<file path="config.mk">
export PLATFORM = sky130hd
export DESIGN_NAME = prio_irq_arbiter
export DESIGN_NICKNAME = d
export VERILOG_FILES = /design/src/rtl/prio_irq_arbiter.sv
export SDC_FILE = /design/constraint.sdc
export NUM_CORES = 2
export LEC_CHECK = 0
export BUFFER_PORTS_ARGS = -buffer_cell sky130_fd_sc_hd__buf_4
export CELL_PAD_IN_SITES_DETAIL_PLACEMENT = 1
export CELL_PAD_IN_SITES_GLOBAL_PLACEMENT = 2
export CORE_MARGIN = 5
export CORE_UTILIZATION = 28
export CTS_CLUSTER_DIAMETER = 30
export DETAILED_ROUTE_END_ITERATION = 8
export PLACE_DENSITY = 0.86
export SLEW_MARGIN = 20
export SYNTH_ARGS = -nofsm -noshare
export SYNTH_HDL_FRONTEND = slang
export SYNTH_SLANG_ARGS = --single-unit
</file>
<file path="constraint.sdc">
create_clock -name clk -period 14.5 [get_ports clk]
set_clock_uncertainty 0.05 [all_clocks]
set_input_delay 2.175 -clock clk [delete_from_list [all_inputs] [get_ports clk]]
set_output_delay 2.175 -clock clk [all_outputs]
set_load 0.1 [all_outputs]
</file>
<file path="src/rtl/prio_irq_arbiter.sv">
module prio_irq_arbiter #(
  parameter int NUM_BANKS = 3,
  parameter int PRIO_W    = 6
) (
  input  logic                                  clk,
  input  logic                                  rst_n,
  input  logic [NUM_BANKS*32-1:0]               pend,
  input  logic [NUM_BANKS*32-1:0]               mask,
  input  logic [NUM_BANKS*32-1:0]               route_fast,
  input  logic [NUM_BANKS*32*PRIO_W-1:0]        prio_vec,
  input  logic                                  global_en,
  input  logic                                  rearm_norm,
  input  logic                                  rearm_fast,
  output logic                                  req_norm,
  output logic                                  req_fast,
  output logic [$clog2(NUM_BANKS*32)-1:0]       code_norm,
  output logic [$clog2(NUM_BANKS*32)-1:0]       code_fast
);

  localparam int N      = NUM_BANKS * 32;
  localparam int CODE_W = $clog2(N);
  localparam int P      = 1 << CODE_W;

  logic [1:0] rearm;
  assign rearm = {rearm_fast, rearm_norm};

  for (genvar c = 0; c < 2; c++) begin : g_cls
    logic [N-1:0]      elig;
    logic [2*P-1:1]    nv;
    logic [PRIO_W-1:0] np [1:2*P-1];
    logic [CODE_W-1:0] ni [1:2*P-1];
    logic              armed, req_q, fire;
    logic [CODE_W-1:0] code_q, win;

    assign elig = pend & ~mask & ((c == 1) ? route_fast : ~route_fast);

    for (genvar i = 0; i < P; i++) begin : g_leaf
      if (i < N) begin : g_real
        assign nv[P+i] = elig[i];
        assign np[P+i] = prio_vec[i*PRIO_W +: PRIO_W];
      end else begin : g_pad
        assign nv[P+i] = 1'b0;
        assign np[P+i] = '1;
      end
      assign ni[P+i] = CODE_W'(i);
    end

    for (genvar k = 1; k < P; k++) begin : g_node
      logic take_hi;
      assign take_hi = nv[2*k+1] && (!nv[2*k] || np[2*k+1] <= np[2*k]);
      assign nv[k] = nv[2*k] | nv[2*k+1];
      assign np[k] = take_hi ? np[2*k+1] : np[2*k];
      assign ni[k] = take_hi ? ni[2*k+1] : ni[2*k];
    end

    assign win  = nv[1] ? ni[1] : '0;
    assign fire = (armed | rearm[c]) & nv[1] & global_en;

    always_ff @(posedge clk) begin
      if (!rst_n) begin
        armed  <= 1'b1;
        req_q  <= 1'b0;
        code_q <= '0;
      end else if (fire) begin
        armed  <= 1'b0;
        req_q  <= 1'b1;
        code_q <= win;
      end else if (rearm[c]) begin
        armed  <= 1'b1;
        req_q  <= 1'b0;
      end
    end
  end

  assign req_norm  = g_cls[0].req_q;
  assign req_fast  = g_cls[1].req_q;
  assign code_norm = g_cls[0].code_q;
  assign code_fast = g_cls[1].code_q;

endmodule

</file>
==> flow_summary.yaml <==
status:
  run_status: "finished clean"
floorplan:
  die_y_um: 390
  floorplan.die_area_mm2: 0.152
  core.rowCount: 139
  top_level_ports: 885
  effective_utilization_at_floorplan_pct: 28.1
  die-width_um: 390
  core_area_mm2: 0.143
synth:
  synth_enable_flop_cells: 0
  synthFlopType: "dfxtp_1"
  yosys.cell_types.count: 114
  synth.yosys.seq_area_share_pct: 0.893
  ys_ff_latch: 18
  yosys_warnings: 0
  postSynthCellCount: 5901
  post_synth_instance_area_mm2: 0.0404
  mapped_nets: 7552
  synth.avg_cell_area_um2: 6.84
  ys_async_sr_fraction_pct: 0
clock_network:
  worstSkewPairLatency_ns: 0.25
  clk_path_buf_depth: 2
  cts_tree: "built"
  clkSinkCount: 18
  clock-root-buffer: "clkbuf_16"
  cts_buffers: 3
  hold_buffers: 0
  clock_tree.htree_level_count: 1
  clkSlewWorstSetupHoldPaths_ns: 0.05
grt:
  grt_max_degree: 16
  gr-usage-met2_pct: 46.3
  first_global_vias: 51200
  use_met1_pct: 30.9
  grt_use_met3_pct: 2.94
  grtUsageTotal_pct: 25.2
  grt.overflow.total: 0
  grt_pass1_wl_um: 302000
  grt-busiest-layer: "met2"
  grt_antenna_before_repair: 33
routing:
  drt_first_pass_iters: 5
  wirelength_um: 212000
  avgViaCountPerCell: 5.52
  detailedRoute.firstIterationViolations: 2520
  avgRoutedWirePerCell_um: 23.3
  final_antenna_net_count: 0
  detailroute.via_count: 50000
  detailed_route_drc_error_count: 0
setup_path:
  cp_slowest_stage_delay_ns: 0.41
  cp_top_family: "compound AO/OA/AOI/OAI gates"
  setup.worst_path.end_class: "register"
  timing.rr.end: "code_fast[2]$_SDFFE_PN0P_"
  critPathMaxFanout: 6
  crit_path_top_delay_cell: "o31ai_4"
  arrival_ns: 14.24
  timing.critical_path.required_ns: 14.59
  critical_path.startpoint_type: "input port"
  r2r_cells: 5
  worst_setup_path_endpoint: "code_fast[1]$_SDFFE_PN0P_"
  critPathKind: "input port to register"
  path_depth: 70
  crit_path_start: "prio_vec[217]"
  critPathBufInv: 10
  reg2reg_from: "g_cls[1].armed$_SDFFE_PN1P_"
  reg2reg_setup_slack_ns: 12.55
sta:
  max_slew.worst_pin.slew_ns: 1.23
  fmaxAchievable_mhz: 70.7
  hold_slack_ns: 0.423
  hold_viol_final: 0
  fin_crit_ns: 14.15
  min_period_over_period_pct: 97.6
  finalMaxSlewViolations: 0
  setup_viol_count_final: 0
  timing.slew.headroom_pct: 17.3
power_and_ir_drop:
  power.static_leakage_uw: 0.0273
  vdd.ir_drop.worst_uv: 141
  post-layout-total-power_uw: 5150
  powerDensity_mw_per_mm2: 93.1
final_layout:
  area_growth_syn_to_layout_pct: 37.0
  final_core_util_pct: 38.5
  final_design_area_no_fill_mm2: 0.0553
  design.final.nets: 8796
  share_of_post_route_cells_with_drive_strength_above_1_pct: 28.5
placed_design:
  numPortBuffers: 884
  gpl.final_weighted_congestion: 1.03
  placedInstanceArea_mm2: 0.0514
  dp_hpwl_um: 188000
flow_run:
  timing.max_cap.violations: 0
worst_hold_path:
  min-delay-path-class: "register to register"
cells in the mapped netlist, types with 69 or more instances:
master / n / area, um2
ha_1: 782 / 9780
inv_1: 679 / 2550
a21oi_1: 538 / 2690
nor2_1: 525 / 1970
nand2_1: 517 / 1940
o21ai_0: 423 / 2120
mux2i_1: 419 / 4190
nor2b_1: 179 / 1120
o21a_1: 173 / 1300
mux2_2: 141 / 1590
nand4_1: 117 / 732
clkbuf_1: 112 / 420
nand2b_1: 103 / 644
nand3_1: 78 / 390
nand3b_1: 69 / 518
how the worst min path moves through the flow:
stage | depth (start not counted) | end | slack, ns | start
final | 2 | code_norm[5]$_SDFFE_PN0P_ | 0.42 | code_norm[5]$_SDFFE_PN0P_
after global routing | 2 | req_fast$_SDFFE_PN0P_ | 0.46 | req_fast$_SDFFE_PN0P_
after CTS | 2 | code_norm[5]$_SDFFE_PN0P_ | 0.43 | code_norm[5]$_SDFFE_PN0P_
after detailed placement | 2 | code_norm[5]$_SDFFE_PN0P_ | 0.41 | code_norm[5]$_SDFFE_PN0P_
after global placement | 2 | code_norm[5]$_SDFFE_PN0P_ | 0.40 | code_norm[5]$_SDFFE_PN0P_
after floorplan | 2 | g_cls[1].armed$_SDFFE_PN1P_ | 0.41 | g_cls[1].armed$_SDFFE_PN1P_
report_power, final:
part	total [uW]	switching, uW	internal, uW
clock network	55.7	19.4	36.3
logic	5020	2800	2220
registers	71.7	8.10	63.6
final cells by class:
| class | instances | area (um2) |
|---|---|---|
| Timing Repair Buffer | 1363 | 10400 |
| Multi-Input combinational cell | 5078 | 39500 |
| Tap cell | 1903 | 2380 |
| Antenna cell | 24 | 60.1 |
| Fill cell | 18100 | 88200 |
| Inverter | 681 | 2560 |
| Sequential cell | 18 | 360 |
| Clock buffer | 3 | 75.1 |
per-stage QoR:
| step | TNS (ns) | instances | setup WS (ns) |
|---|---|---|---|
| final | 0 | 9070 | 0.347 |
| after global routing | -1.95 | 9065 | -0.292 |
| after CTS | 0 | 8903 | 0.0180 |
| after detailed placement | -11.75 | 8886 | -1.27 |
| after global placement | -6.69 | 8886 | -0.885 |
| after floorplan | 0 | 5901 | 0.0382 |
flip-flops by register name (all words and copies together) (netlist names):
name	flops
g_cls.armed	2
req_norm	1
req_fast	1
code_fast	7
code_norm	7
worst min-delay path, stage by stage (launching register included):
cell and delay [ns]:
dfxtp_1 0.31, nand2_1 0.05, a21oi_1 0.06
layout by cell type, fill, tap and decap left out, drive strengths merged, types with 39 or more instances in the layout:
cell type	instances
mux2	142
nor2	527
o21a	173
a21o	60
a21oi	544
nand3	78
o22ai	39
nor3	59
nand4	117
nand2	518
a31oi	53
inv	679
ha	782
nor2b	179
o21ai	452
mux2i	420
nand2b	103
and2	44
nand3b	69
buf	1361
nor3b	61
routing by layer:
layer / up-vias / share of wire [%]
met1: 24500 / 42
met5: - / 0.034
met4: 14 / 3.5
met3: 312 / 4.5
met2: 1238 / 50
li1: 24000 / -
logic make-up after synthesis:
family	Yosys count	synth area share, %
buffers and inverters	810	7.63
AND/OR/NAND/NOR	1941	24.3
XOR/XNOR	45	0.995
AO/OA/AOI/OAI	1727	27.1
adder cells (fa/ha/maj)	798	24.6
multiplexers	562	14.4
flip-flops	18	0.893
what timing repair did:
action,4_1_cts,5_1_grt
cloned,2,8
endpoints found under the setup margin,14,14
resized for setup,107,506
pin swaps,10,156
endpoints found under the hold margin,0,0
setup buffers,12,137
Power figures use the tool's default switching activity.
